===== config.mk =====
export PLATFORM = sky130hd
export DESIGN_NAME = trap_entry_seq
export DESIGN_NICKNAME = d
export VERILOG_FILES = /design/src/rtl/trap_seq_pkg.sv /design/src/rtl/trap_router.sv /design/src/rtl/trap_target.sv /design/src/rtl/trap_arch_state.sv /design/src/rtl/trap_entry_seq.sv
export SDC_FILE = /design/constraint.sdc
export NUM_CORES = 1
export LEC_CHECK = 0
export BUFFER_PORTS_ARGS = -buffer_cell sky130_fd_sc_hd__buf_4
export CAP_MARGIN = 30
export CELL_PAD_IN_SITES_DETAIL_PLACEMENT = 0
export CELL_PAD_IN_SITES_GLOBAL_PLACEMENT = 2
export CORE_MARGIN = 5
export CORE_UTILIZATION = 28
export CTS_BUF_LIST = sky130_fd_sc_hd__clkbuf_4
export DETAILED_ROUTE_END_ITERATION = 8
export PLACE_DENSITY = 0.84
export SETUP_SLACK_MARGIN = 0.15
export SLEW_MARGIN = 20
export SYNTH_ARGS = -nofsm -noshare
export SYNTH_HDL_FRONTEND = slang
export SYNTH_SLANG_ARGS = --single-unit

===== constraint.sdc =====
create_clock -name clk -period 2.55 [get_ports clk]
set_input_delay 0.765 -clock clk [delete_from_list [all_inputs] [get_ports clk]]
set_output_delay 0.765 -clock clk [all_outputs]
set_load 0.03 [all_outputs]

===== src/rtl/trap_seq_pkg.sv =====
package trap_seq_pkg;
  localparam logic [1:0] PRV_U = 2'd0;
  localparam logic [1:0] PRV_S = 2'd1;
  localparam logic [1:0] PRV_H = 2'd2;
  localparam logic [1:0] PRV_M = 2'd3;

  localparam logic [2:0] DBG_WHY_SWBP = 3'd1;

  typedef enum logic [1:0] {
    RT_M         = 2'd0,
    RT_S         = 2'd1,
    RT_DBG_ENTER = 2'd2,
    RT_DBG_EXC   = 2'd3
  } route_e;
endpackage


===== src/rtl/trap_router.sv =====
module trap_router
  import trap_seq_pkg::*;
#(
  parameter int XLEN      = 32,
  parameter int BRK_CAUSE = 3
) (
  input  logic [XLEN-1:0] cause,
  input  logic [1:0]      cur_priv,
  input  logic [3:0]      brk_en,
  input  logic            dbg_active,
  input  logic [XLEN-1:0] medeleg,
  input  logic [XLEN-1:0] mideleg,
  output route_e          route,
  output logic            is_irq,
  output logic [XLEN-2:0] idx
);
  localparam int IW = $clog2(XLEN);

  logic [XLEN-1:0] deleg;
  logic            in_range;
  logic            deleg_hit;
  logic            brk_hit;

  assign is_irq    = cause[XLEN-1];
  assign idx       = cause[XLEN-2:0];
  assign deleg     = is_irq ? mideleg : medeleg;
  // the index must be checked against XLEN before low bits pick a mask bit
  assign in_range  = idx < (XLEN-1)'(XLEN);
  assign deleg_hit = in_range && deleg[idx[IW-1:0]];
  assign brk_hit   = !is_irq && (idx == (XLEN-1)'(BRK_CAUSE)) && brk_en[cur_priv];

  always_comb begin
    if (brk_hit)                              route = RT_DBG_ENTER;
    else if (dbg_active)                      route = RT_DBG_EXC;
    else if ((cur_priv <= PRV_S) && deleg_hit) route = RT_S;
    else                                      route = RT_M;
  end
endmodule


===== src/rtl/trap_target.sv =====
module trap_target
  import trap_seq_pkg::*;
#(
  parameter int              XLEN         = 32,
  parameter logic [XLEN-1:0] DBG_ROM_ADDR = 'h800,
  parameter logic [XLEN-1:0] DBG_EXC_ADDR = 'h808
) (
  input  route_e          route,
  input  logic            is_irq,
  input  logic [XLEN-2:0] idx,
  input  logic [XLEN-1:0] mtvec,
  input  logic [XLEN-1:0] stvec,
  output logic [XLEN-1:0] pc
);
  logic [XLEN-1:0] m_base;
  logic [XLEN-1:0] m_off;

  assign m_base = {mtvec[XLEN-1:1], 1'b0};
  assign m_off  = (mtvec[0] && is_irq) ? XLEN'({idx, 2'b00}) : '0;

  always_comb begin
    unique case (route)
      RT_S:         pc = stvec;
      RT_DBG_ENTER: pc = DBG_ROM_ADDR;
      RT_DBG_EXC:   pc = DBG_EXC_ADDR;
      default:      pc = m_base + m_off;
    endcase
  end
endmodule


===== src/rtl/trap_arch_state.sv =====
module trap_arch_state
  import trap_seq_pkg::*;
#(
  parameter int XLEN = 32
) (
  input  logic            clk,
  input  logic            rst_n,
  input  logic            fire,
  input  route_e          route,
  input  logic [XLEN-1:0] tgt,
  input  logic [XLEN-1:0] cause,
  input  logic [XLEN-1:0] epc,
  input  logic            bad_vld,
  input  logic [XLEN-1:0] bad,
  input  logic            st_wr,
  input  logic [1:0]      st_priv,
  input  logic            st_sie,
  input  logic            st_mie,
  input  logic            st_dbg_clr,
  output logic            pc_vld,
  output logic [XLEN-1:0] pc_tgt,
  output logic [1:0]      priv,
  output logic            flush,
  output logic            sie,
  output logic            spie,
  output logic            spp,
  output logic            mie,
  output logic            mpie,
  output logic [1:0]      mpp,
  output logic [XLEN-1:0] mcause,
  output logic [XLEN-1:0] mepc,
  output logic [XLEN-1:0] mbad,
  output logic [XLEN-1:0] scause,
  output logic [XLEN-1:0] sepc,
  output logic [XLEN-1:0] sbad,
  output logic [2:0]      dbg_cause,
  output logic [1:0]      dbg_prv,
  output logic [XLEN-1:0] dpc
);
  logic [1:0] priv_nx;

  always_comb begin
    priv_nx = priv;
    if (fire) begin
      unique case (route)
        RT_S:       priv_nx = PRV_S;
        RT_DBG_EXC: priv_nx = priv;
        default:    priv_nx = PRV_M;
      endcase
    end else if (st_wr) begin
      priv_nx = (st_priv == PRV_H) ? PRV_U : st_priv;
    end
  end

  always_ff @(posedge clk or negedge rst_n) begin
    if (!rst_n) begin
      pc_vld    <= 1'b0;
      pc_tgt    <= '0;
      priv      <= PRV_M;
      flush     <= 1'b0;
      sie       <= 1'b0;
      spie      <= 1'b0;
      spp       <= 1'b0;
      mie       <= 1'b0;
      mpie      <= 1'b0;
      mpp       <= 2'd0;
      mcause    <= '0;
      mepc      <= '0;
      mbad      <= '0;
      scause    <= '0;
      sepc      <= '0;
      sbad      <= '0;
      dbg_cause <= '0;
      dbg_prv   <= 2'd0;
      dpc       <= '0;
    end else begin
      pc_vld <= fire;
      flush  <= (priv_nx != priv);
      priv   <= priv_nx;
      if (fire) begin
        pc_tgt <= tgt;
        unique case (route)
          RT_S: begin
            scause <= cause;
            sepc   <= epc;
            if (bad_vld) sbad <= bad;
            spie   <= sie;
            spp    <= priv[0];
            sie    <= 1'b0;
          end
          RT_M: begin
            mcause <= cause;
            mepc   <= epc;
            if (bad_vld) mbad <= bad;
            mpie   <= mie;
            mpp    <= priv;
            mie    <= 1'b0;
          end
          RT_DBG_ENTER: begin
            dbg_cause <= DBG_WHY_SWBP;
            dbg_prv   <= priv;
            dpc       <= epc;
          end
          default: ;
        endcase
      end else if (st_wr) begin
        sie <= st_sie;
        mie <= st_mie;
        if (st_dbg_clr) dbg_cause <= '0;
      end
    end
  end

  // one pc_vld pulse per accepted request, none otherwise
  a_r2_vld_follows: assert property (@(posedge clk) disable iff (!rst_n)
    fire |=> pc_vld);
  a_r2_no_spurious: assert property (@(posedge clk) disable iff (!rst_n)
    !fire |=> !pc_vld);
  // supervisor entry stacking
  a_r4_s_entry: assert property (@(posedge clk) disable iff (!rst_n)
    (fire && route == RT_S) |=> (priv == PRV_S && !sie && spie == $past(sie)
                                 && $stable(mcause)));
  // machine entry stacking
  a_r5_m_entry: assert property (@(posedge clk) disable iff (!rst_n)
    (fire && route == RT_M) |=> (priv == PRV_M && !mie && mpie == $past(mie)
                                 && mpp == $past(priv)));
  // debug entry records cause and moves to M
  a_r8_dbg_entry: assert property (@(posedge clk) disable iff (!rst_n)
    (fire && route == RT_DBG_ENTER) |=> (dbg_cause == DBG_WHY_SWBP && priv == PRV_M
                                         && $stable(mepc) && $stable(sepc)));
  // debug exception leaves architectural state alone
  a_r9_dbg_exc: assert property (@(posedge clk) disable iff (!rst_n)
    (fire && route == RT_DBG_EXC) |=> ($stable(priv) && $stable(mcause)
                                       && $stable(scause) && $stable(mie)));
  // flush marks exactly the cycles with a new privilege
  a_r10_flush_on_change: assert property (@(posedge clk) disable iff (!rst_n)
    (priv != $past(priv)) |-> flush);
  a_r10_flush_only_change: assert property (@(posedge clk) disable iff (!rst_n)
    flush |-> (priv != $past(priv)));
  // a requested H privilege never becomes visible
  a_r11_no_h: assert property (@(posedge clk) disable iff (!rst_n)
    priv != PRV_H);
endmodule


===== src/rtl/trap_entry_seq.sv =====
module trap_entry_seq
  import trap_seq_pkg::*;
#(
  parameter int              XLEN         = 32,
  parameter int              BRK_CAUSE    = 3,
  parameter logic [XLEN-1:0] DBG_ROM_ADDR = 'h800,
  parameter logic [XLEN-1:0] DBG_EXC_ADDR = 'h808
) (
  input  logic            clk,
  input  logic            rst_n,
  input  logic            trap_valid,
  output logic            trap_ready,
  input  logic [XLEN-1:0] trap_cause,
  input  logic [XLEN-1:0] trap_epc,
  input  logic            trap_bad_vld,
  input  logic [XLEN-1:0] trap_bad,
  input  logic            st_wr,
  input  logic [1:0]      st_priv,
  input  logic            st_sie,
  input  logic            st_mie,
  input  logic            st_dbg_clr,
  input  logic [XLEN-1:0] mtvec,
  input  logic [XLEN-1:0] stvec,
  input  logic [XLEN-1:0] medeleg,
  input  logic [XLEN-1:0] mideleg,
  input  logic [3:0]      brk_en,
  output logic            pc_vld,
  output logic [XLEN-1:0] pc_tgt,
  output logic [1:0]      priv,
  output logic            flush,
  output logic            sie,
  output logic            spie,
  output logic            spp,
  output logic            mie,
  output logic            mpie,
  output logic [1:0]      mpp,
  output logic [XLEN-1:0] mcause,
  output logic [XLEN-1:0] mepc,
  output logic [XLEN-1:0] mbad,
  output logic [XLEN-1:0] scause,
  output logic [XLEN-1:0] sepc,
  output logic [XLEN-1:0] sbad,
  output logic [2:0]      dbg_cause,
  output logic [1:0]      dbg_prv,
  output logic [XLEN-1:0] dpc
);
  route_e          route;
  logic            is_irq;
  logic [XLEN-2:0] idx;
  logic [XLEN-1:0] tgt;
  logic            fire;

  // a state write owns the cycle; the request waits
  assign trap_ready = !st_wr;
  assign fire       = trap_valid && trap_ready;

  trap_router #(.XLEN(XLEN), .BRK_CAUSE(BRK_CAUSE)) u_router (
    .cause      (trap_cause),
    .cur_priv   (priv),
    .brk_en     (brk_en),
    .dbg_active (dbg_cause != 3'd0),
    .medeleg    (medeleg),
    .mideleg    (mideleg),
    .route      (route),
    .is_irq     (is_irq),
    .idx        (idx)
  );

  trap_target #(.XLEN(XLEN), .DBG_ROM_ADDR(DBG_ROM_ADDR), .DBG_EXC_ADDR(DBG_EXC_ADDR)) u_target (
    .route  (route),
    .is_irq (is_irq),
    .idx    (idx),
    .mtvec  (mtvec),
    .stvec  (stvec),
    .pc     (tgt)
  );

  trap_arch_state #(.XLEN(XLEN)) u_state (
    .clk        (clk),
    .rst_n      (rst_n),
    .fire       (fire),
    .route      (route),
    .tgt        (tgt),
    .cause      (trap_cause),
    .epc        (trap_epc),
    .bad_vld    (trap_bad_vld),
    .bad        (trap_bad),
    .st_wr      (st_wr),
    .st_priv    (st_priv),
    .st_sie     (st_sie),
    .st_mie     (st_mie),
    .st_dbg_clr (st_dbg_clr),
    .pc_vld     (pc_vld),
    .pc_tgt     (pc_tgt),
    .priv       (priv),
    .flush      (flush),
    .sie        (sie),
    .spie       (spie),
    .spp        (spp),
    .mie        (mie),
    .mpie       (mpie),
    .mpp        (mpp),
    .mcause     (mcause),
    .mepc       (mepc),
    .mbad       (mbad),
    .scause     (scause),
    .sepc       (sepc),
    .sbad       (sbad),
    .dbg_cause  (dbg_cause),
    .dbg_prv    (dbg_prv),
    .dpc        (dpc)
  );

  // supervisor routing only from U or S
  a_r3_s_from_low: assert property (@(posedge clk) disable iff (!rst_n)
    (fire && route == RT_S) |-> (priv <= PRV_S));
  // no request is taken while a state write is presented
  a_r2_write_blocks: assert property (@(posedge clk) disable iff (!rst_n)
    (st_wr && trap_valid) |=> !pc_vld);
  // non-vectored or exception entry lands on the aligned base
  a_r6_m_base: assert property (@(posedge clk) disable iff (!rst_n)
    (fire && route == RT_M && !(mtvec[0] && is_irq)) |=> (pc_tgt == {$past(mtvec[XLEN-1:1]), 1'b0}));
endmodule


# Word-level counts from Yosys, hierarchy flattened
# Cells that the tools add are included.
# totals
latchBits	0
mem_count	0
out_inout_bits	273
register_bits	272
mem_bits_ro	0
ramBits	0
in_bits	238
word_cells	77
# classes
n_lt_le_gt_ge	4
bitwise	0
n_mux	24
div	0
addsub	1
multipliers	0
n_eq_ne	9
n_shift	0
n_reduce_logical	20
# op_table
operator	count
$pmux 32 s3	1
$mux 32	2
$add 32x32->32	1
$eq 31x2->1 const B	1
$lt 31x6->1 const B	1
$mux 3	4
$mux 2	5
$reduce_and 2->1	5
$mux 1	9
$reduce_and 3->1	3
$eq 2x2->1 const B	3
$logic_and 1x1->1	6
$lt 5x6->1 const B	1
$ne 2x2->1 const B	3
$bmux 1 s5	1
$pmux 2 s2	1
$reduce_bool 2->1	2
$lt 2x3->1 const B	1
$reduce_bool 3->1	1
$bmux 1 s2	1
$eq 2x1->1 const B	1
$le 2x1->1 const B	1
$logic_not 1->1	2
$logic_not 2->1	1
$ne 2x2->1	1

# Longest topological paths before layout
# Gate-level depths: netlist of the first run.
# logic_depth
word_depth	12
depth_mapped	16
mapped_depth_nobuf	13

# By module
# From an unflattened synthesis of the first run, not the netlist that was laid out.
# unflattened
hier_cells	1055
hier_area_um2	13294.0
# by_module_without_submodules
mod	seq_area_each_um2	instances	area_per_inst_um2	cells_each
trap_arch_state	6759.0	1	10067.2	598
trap_target	0.0	1	2204.6	349
trap_router	0.0	1	1006.0	105
trap_entry_seq	0.0	1	16.3	3

# Worst setup path before layout of the first run
# Ideal clock, no wire load.
# synth_timing
path_kind	in2reg
from	input trap_cause[31]
to	register u_state.pc_tgt[30]
path_buffers	3
setup_ns	0.126
slack_ns	-1.238
t_required_ns	2.424
stages	16
arrival_time_ns	3.662
path_cell_list	buf_6 -> buf_2 -> clkbuf_1 -> and3_1 -> ha_1 -> inv_1 -> fa_1 -> nor2b_1 -> o31ai_1 -> a21oi_1 -> o21ai_0 -> a31oi_1 -> a21oi_1 -> nor3_1 -> and4b_1 -> a221o_1
# synth_via
elab_chain_cells	10
word_cells_on_any_way	18
classes_between	1 x add/sub; 3 x eq/ne; 8 x mux; 6 x reduce/logical
# synth_lines
element	line	source
start, declared	trap_entry_seq.sv:13	input logic [XLEN-1:0] trap_cause,
$mux 32	trap_router.sv:26	assign deleg = is_irq ? mideleg : medeleg;
$bmux 1 s5	trap_router.sv:29	assign deleg_hit = in_range && deleg[idx[IW-1:0]];
$mux 1 (not written as such)	trap_router.sv:29	
$logic_and 1x1->1	trap_router.sv:29	
$logic_and 1x1->1	trap_router.sv:35	else if ((cur_priv <= PRV_S) && deleg_hit) route = RT_S;
$mux 1	trap_router.sv:35	
$mux 2	trap_router.sv:34	else if (dbg_active) route = RT_DBG_EXC;
$mux 2	trap_router.sv:33	if (brk_hit) route = RT_DBG_ENTER;
$eq 2x2->1 / $eq 2x1->1 (equally long branches)	trap_target.sv:22	unique case (route)
$pmux 32 s3 *	trap_target.sv:22	
end signal, assigned	trap_arch_state.sv:81	pc_tgt <= tgt;
end, declared	trap_arch_state.sv:21	output logic [XLEN-1:0] pc_tgt,
# Mark *: on every way between the ends. The rest lies on a longest branch, timed or not. The select of a mux whose other input is x is not followed.
# A chain may end at the register's enable or synchronous reset.

# Final worst setup path of the first run
# layout_timing
from	register u_state.priv[0]
to	register u_state.mbad[16]
# layout_via
elab_chain_cells	7
word_cells_on_any_way	10
classes_between	1 x order compare; 5 x mux; 4 x reduce/logical
# layout_lines
element	line	source
start, declared	trap_arch_state.sv:22	output logic [1:0] priv,
start signal, assigned	trap_arch_state.sv:79	priv <= priv_nx;
$le 2x1->1	trap_router.sv:35	
$logic_and 1x1->1	trap_router.sv:35	
$mux 1	trap_router.sv:35	
$mux 2	trap_router.sv:34	
$mux 2 *	trap_router.sv:33	
$logic_not 2->1 *	trap_arch_state.sv:82	unique case (route)
$reduce_and 3->1 (no line) *	--	
end signal, assigned	trap_arch_state.sv:69	mbad <= '0;
end signal, assigned	trap_arch_state.sv:94	if (bad_vld) mbad <= bad;
end, declared	trap_arch_state.sv:32	output logic [XLEN-1:0] mbad,
# Marked as above.

==> metrics.txt, run 1 <==
status=finished, violations left; failing checks=negative setup slack; Routability Congestion=0.839; CP required=3.21 ns; maximum clock frequency=371 MHz; crit path kind=register to register; FF-to-FF Start=u_state.priv[0]$_DFF_PN1_; Peak VDD IR=roughly 0.38 mV; Tot GR Track Use=21.2%; hold path startpoint=trap_epc[14]; Inserted Clock Buffers=~80; Startpoint Class=register; Final ANT Viol Nets=0; period utilization=106%; flop2flop setup slack=-0.15 ns; largest net degree at the start of global routing=between 50 and 60; number of cells on the worst hold path=3; PwrDens=~550 mW/mm²; clk root buf=clkbuf_4; Clock Pin Slew Worst Setup and Hold Paths=0.06 ns; Hold Crit Endpoint=u_state.sepc[14]$_DFFE_PN0P_; Final setup viols=~200; hold_ws=0.195 ns; ys async rst share=between 90% and 100%; Synth Flop Type=dfrtp_1; initial core utilization=28.4%; Leakage=11.2 nW; RSZ-0062 raised after global routing=yes; proportion of layout cells with a drive suffix above 1=61.0%; CTS tree=yes; area of the multi-input gates=0.00664 mm²; Mapped Cells=1085; Die Footprint=0.0493 mm²; relative slew slack=around two thirds; Post-synth EDFFs=0; Critical Path Sink Type=register; die width=222 µm; Slew @ Worst Pin=0.522 ns; core area=between 0.04 and 0.05 mm²; Area Growth Syn to Fin=75.0%; Register Area=0.00676 mm²; Reg2Reg Depth=10; flip-flop and latch count after synthesis=270; Hold Violations, Final=0; port bufs=508; highest-count cells in the layout ignoring fill and taps=644 x buf_4, 268 x dfrtp_1, 158 x nand2_1, 116 x clkbuf_4, 107 x mux2_4; FF-to-FF End=u_state.mbad[16]$_DFFE_PN0P_; antenna violations before repair=9; vias=~12000; vias in the first global route=12900; Ys Warns=0; CP arrival=3.36 ns; hpwl dp=39300 µm; first-pass GRT wire length=~80000 µm; Fillers=4012; maximum clock insertion buffer count=3; worst skew pair latency=0.78 ns; clk sinks=270; minimum clock period after layout=roughly 2.7 ns; die height=222 µm; Mapped Area=0.0126 mm²; GRT Residual Overflow=0; initial DRC count=between 500 and 600; # DRC=0; final wirelength=around 56000 µm; Clock Skew=between 0.02 and 0.025 ns; # H-tree levels=3; vias per inst=4.69; register area share after synthesis=around 54%; commonest non-fill, non-tap cell in the layout=buf_4; total of max-cap violations=0; Ports=511; post-route worst setup slack=-0.149 ns; Placement Rows=between 70 and 80; Nets=2123; Placement Setup Slack=-1.07 ns; CP Max Fanout=10; Syn Area/Cell=~12 µm²; max-slew violations=0; total iterations of the first detailed-routing run=4; HP Class=primary input to register; WL/cell=roughly 22 µm; post-synth cell types=60
## repair_timing
action / in CTS / in global routing
pin swaps: 40 / 36
gates cloned: 24 / 12
endpoints found under the hold margin: 38 / 0
hold buffers: 1 / 0
setup buffers: 34 / 17
endpoints found under the setup margin: 258 / 263
resized for setup: 98 / 110
## worst max-delay path, cell delays in order, from the launching register on
cell     delay, ns
dfstp_2       0.56
mux4_2        0.55
nand4_1       0.12
or3_4         0.16
nand2_4       0.05
or2_4         0.26
nor2_4        0.15
buf_6         0.13
and2_4        0.16
buf_12        0.15
mux2_4        0.30
## report_power, final
group,leakage [nW],switching [mW],internal [mW]
logic,7.15,1.72,1.54
clock network,0.593,1.93,2.18
registers,3.49,0.221,4.63
## per-layer routing
layer	GRT usage (%)	vias up	share of wire (%)
li1	-	5446	-
met1	24.6	5854	40
met2	36.1	423	50
met3	8.13	73	8.6
met4	6.64	2	2.0
met5	0	-	0.013
## stage by stage
| step | cell area [µm²] | total power, mW | utilization [%] | setup TNS (ns) | std cells |
|---|---|---|---|---|---|
| 2_1_floorplan | 13500 | 6.47 | - | -109.16 | 1086 |
| 3_3_place_gp | 18800 | 7.91 | 42.3 | -236.01 | 2278 |
| 3_5_place_dp | 18800 | 7.95 | 42.3 | -225.13 | 2278 |
| 4_1_cts | 21200 | 12.3 | 47.8 | -10.57 | 2477 |
| 5_1_grt | 22000 | 12.9 | 49.7 | -24.81 | 2512 |
| 6_report | 22100 | 12.2 | 49.8 | -11.60 | 2515 |
## area by class of cell
| cell class | instances | area share, % |
|---|---|---|
| diodes | 9 | 0.102 |
| clock buffers | 116 | 3.95 |
| clock inverters | 24 | 0.573 |
| inverters | 15 | 0.255 |
| multi-input cells | 741 | 30.1 |
| flip-flops and latches | 270 | 30.7 |
| well taps | 592 | 3.36 |
| repair buffers | 748 | 31.0 |
## cells in the mapped netlist, types with 12 or more instances
master    instances  area share, %
nand2_1         178            5.3
ha_1             29            2.9
inv_1            15           0.45
and3_1           31            1.5
and2_1           30            1.5
buf_2            12           0.48
mux2_4           17            2.0
nor2_1           38            1.1
mux2_2          146             13
a21oi_1          33            1.3
o21ai_0          51            2.0
xnor2_1          12           0.83
mux2i_1          24            1.9
clkbuf_1         35            1.0
dfrtp_1         268             53
## cell families after synthesis
| logic type | after synthesis | synth area share (%) |
|---|---|---|
| AO/OA/AOI/OAI | 157 | 7.80 |
| other | 1 | 0.0298 |
| AND/OR/NAND/NOR | 329 | 12.0 |
| XOR/XNOR | 21 | 1.46 |
| flip-flops | 270 | 53.7 |
| adder cells (fa/ha/maj) | 30 | 3.04 |
| buffers and inverters | 77 | 2.92 |
| multiplexers | 200 | 19.1 |
## registers in the layout, summed over array words and instances (netlist names)
signal and flops:
u_state.mpie 1, u_state.pc_tgt 32, u_state.dpc 32, u_state.mpp 2
u_state.spp 1, u_state.spie 1, u_state.priv 2, u_state.sbad 32
u_state.sie 1, u_state.dbg_prv 2, u_state.mcause 32, u_state.mie 1
u_state.mbad 32, u_state.mepc 32, u_state.pc_vld 1, u_state.dbg_cause 1
u_state.flush 1, u_state.scause 32, u_state.sepc 32
## how the worst max path moves through the flow
stage                                   start                              to  slack, ns  cells past startpoint
floorplan                      trap_cause[31]  u_state.pc_tgt[30]$_DFFE_PN0P_      -0.85                     16
global placement               trap_cause[31]     u_state.mbad[5]$_DFFE_PN0P_      -1.04                     10
detailed placement             trap_cause[31]     u_state.mbad[8]$_DFFE_PN0P_      -1.07                      9
CTS                 u_state.priv[0]$_DFF_PN1_    u_state.mbad[23]$_DFFE_PN0P_      -0.13                     10
global route        u_state.priv[0]$_DFF_PN1_    u_state.mbad[26]$_DFFE_PN0P_      -0.22                     10
finish              u_state.priv[0]$_DFF_PN1_    u_state.mbad[16]$_DFFE_PN0P_      -0.15                     10
No activity file was read; power rests on OpenSTA's default activity.
==> inputs of run 2 (changes only) <==
--- a/config.mk
+++ b/config.mk
@@ -5,15 +5,15 @@
 export SDC_FILE = /design/constraint.sdc
 export NUM_CORES = 1
 export LEC_CHECK = 0
-export BUFFER_PORTS_ARGS = -buffer_cell sky130_fd_sc_hd__buf_4
 export CAP_MARGIN = 30
 export CELL_PAD_IN_SITES_DETAIL_PLACEMENT = 0
 export CELL_PAD_IN_SITES_GLOBAL_PLACEMENT = 2
 export CORE_MARGIN = 5
-export CORE_UTILIZATION = 28
+export CORE_UTILIZATION = 36
 export CTS_BUF_LIST = sky130_fd_sc_hd__clkbuf_4
 export DETAILED_ROUTE_END_ITERATION = 8
-export PLACE_DENSITY = 0.84
+export DONT_BUFFER_PORTS = 1
+export PLACE_DENSITY = 0.82
 export SETUP_SLACK_MARGIN = 0.15
 export SLEW_MARGIN = 20
 export SYNTH_ARGS = -nofsm -noshare
==> metrics.txt, run 2 (same netlist as run 1, synthesis figures left out) <==
# DRC=0 (unchanged); minimum clock period after layout=2.67 ns (was 2.70 ns); status=finished, violations left (unchanged); Fillers=3077 (was 4012); Final setup viols=85 (was 196); CP cell instances=mux4_2 > nand4_1 > or3_4 > nand2_4 > or2_4 > nor2_4 > and2_4 > buf_6 > buf_16 > mux2_4 (was mux4_2 > nand4_1 > or3_4 > nand2_4 > or2_4 > nor2_4 > buf_6 > and2_4 > buf_12 > mux2_4); Crit path max-delay family=simple AND/OR/NAND/NOR gates (unchanged); period utilization=105% (was 106%); highest-count cells in the layout ignoring fill and taps=267 x dfrtp_1, 161 x nand2_1, 112 x mux2_4, 108 x clkbuf_4, 86 x buf_4 (was 644 x buf_4, 268 x dfrtp_1, 158 x nand2_1, 116 x clkbuf_4, 107 x mux2_4); Hold Violations, Final=268 (was 0); placed cell count=1584 (was 2278); setup_tns=-2.84 ns (was -11.60 ns); largest stage delay on the critical path=0.56 ns (about the same); Area Growth Syn to Fin=33.7% (was 75.0%); initial core utilization=36.5% (was 28.4%); antenna violations before repair=5 (was 9); hpwl dp=32600 µm (was 39300 µm); core area=0.0345 mm² (was 0.0443 mm²); Die Footprint=0.0388 mm² (was 0.0493 mm²); Clock Skew=0.0406 ns (was 0.0225 ns); Ports=511 (unchanged); initial DRC count=428 (was 510); Final ANT Viol Nets=0 (unchanged); hold_ws=-0.266 ns (was 0.195 ns); clk root buf=clkbuf_4 (unchanged); Placement Rows=68 (was 77); Slew @ Worst Pin=0.504 ns (was 0.522 ns); Tot GR Track Use=23.5% (was 21.2%); post-route insts no fill=1777 (was 2515); # H-tree levels=3 (unchanged); maximum clock frequency=375 MHz (was 371 MHz); Peak VDD IR=0.414 mV (was 0.381 mV); CTS tree=yes (unchanged); Routability Congestion=0.853 (was 0.839); met2 Use GR=38.3% (was 36.1%); crit path kind=register to register (unchanged); post-route worst setup slack=-0.115 ns (was -0.149 ns); Startpoint Class=register (unchanged); first-pass GRT wire length=68400 µm (was 80600 µm); maximum clock insertion buffer count=3 (unchanged); GRT busiest layer=met2 (unchanged); vias in the first global route=10200 (was 12900); port bufs=0 (was 508); RSZ-0062 raised after global routing=yes (unchanged); largest net degree at the start of global routing=271 (was 59); Nets=1531 (was 2123); total iterations of the first detailed-routing run=5 (was 4); CP arrival=3.27 ns (was 3.36 ns); HP Class=primary input to asynchronous set/reset pin (was primary input to register); cell at the slowest stage of the critical path=dfstp_2 (unchanged); clk sinks=270 (unchanged); vias=9518 (was 11800); grt met3 use=11.5% (was 8.13%); PwrDens=654 mW/mm² (was 555 mW/mm²); relative slew slack=66.4% (was 65.2%); max-slew violations=0 (unchanged); Inserted Clock Buffers=75 (was 79); CP required=3.15 ns (was 3.21 ns); die height=197 µm (was 222 µm); vias per inst=5.36 (was 4.69); commonest non-fill, non-tap cell in the layout=dfrtp_1 (was buf_4); Buf/Inv on CP=2 (unchanged); WL/cell=26.9 µm (was 22.1 µm); final wirelength=47900 µm (was 55500 µm); CP Max Fanout=7 (was 10); Leakage=8.23 nW (was 11.2 nW); die width=197 µm (was 222 µm); Clock Pin Slew Worst Setup and Hold Paths=0.06 ns (about the same); Critical Path Sink Type=register (unchanged); proportion of layout cells with a drive suffix above 1=41.1% (was 61.0%); GRT Residual Overflow=0 (unchanged); fin util=48.7% (was 49.8%); GR Util met1=25.8% (was 24.6%); failing checks=negative hold slack, negative setup slack (was negative setup slack); total of max-cap violations=0 (unchanged); worst skew pair latency=0.74 ns (was 0.78 ns)
## run 2: cell count changes in the layout (fill, tap and decap cells not counted), sizes merged
cell | previous run | this run
buf | 736 | 157
clkbuf | 124 | 112
diode | 9 | 2
bufbuf | 3 | 0
clkinv | 20 | 23
inv | 17 | 15
and2 | 31 | 30
bufinv | 1 | 2
dlygate4sd3 | 1 | 0
## run 2: per-stage QoR
step | instance area, µm² | setup WS, ns | total power, mW
3_5_place_dp | 14300 | -0.801 | 6.85
4_1_cts | 16600 | -0.128 | 11.1
2_1_floorplan | 13500 | -0.854 | 6.47
6_report | 16800 | -0.115 | 11.0
5_1_grt | 16800 | -0.209 | 11.5
3_3_place_gp | 14300 | -0.711 | 6.81
## run 2: where the power goes
group	total [mW]	switching, mW	internal (mW)
sequential	5.66	1.05	4.62
clock	4.09	1.92	2.17
combinational	1.26	0.497	0.763
## run 2: timing repair
action,CTS,global route
pin swaps,12,13
setup buffers,23,4
endpoints found under the hold margin,270,270
cloned,24,6
setup endpoints to repair,204,242
resized for setup,126,19
## run 2: final timing paths
kind | to | slack (ns) | startpoint | cells past startpoint
min reg2reg | u_state.pc_tgt[3]$_DFFE_PN0P_ | 0.67 | u_state.dbg_cause[0]$_DFFE_PN0P_ | 2
max reg2reg | u_state.mbad[16]$_DFFE_PN0P_ | -0.12 | u_state.priv[0]$_DFF_PN1_ | 10
min in group clk | u_state.scause[3]$_DFFE_PN0P_ | 0.13 | trap_cause[3] | 2
max in group asynchronous | u_state.priv[0]$_DFF_PN1_ | 2.41 | rst_n | 0
max | u_state.mbad[16]$_DFFE_PN0P_ | -0.12 | u_state.priv[0]$_DFF_PN1_ | 10
min | u_state.dpc[3]$_DFFE_PN0P_ | -0.27 | rst_n | 0
## run 2: layout make-up
type / count / area [µm²] / area share, %
antenna: 2 / 5.00 / 0.0297
clock buffer: 108 / 811 / 4.82
clock inverter: 26 / 173 / 1.03
inverter: 15 / 56.3 / 0.334
multi-input combinational: 740 / 6290 / 37.4
sequential: 270 / 6760 / 40.2
tap: 455 / 569 / 3.38
timing repair buffer: 161 / 2170 / 12.9
## run 2: routing by layer
layer / part of all wire [%] / vias up
li1: - / 4237
met3: 12 / 102
met4: 3.9 / 8
met2: 48 / 442
met5: 0.098 / -
met1: 36 / 4729
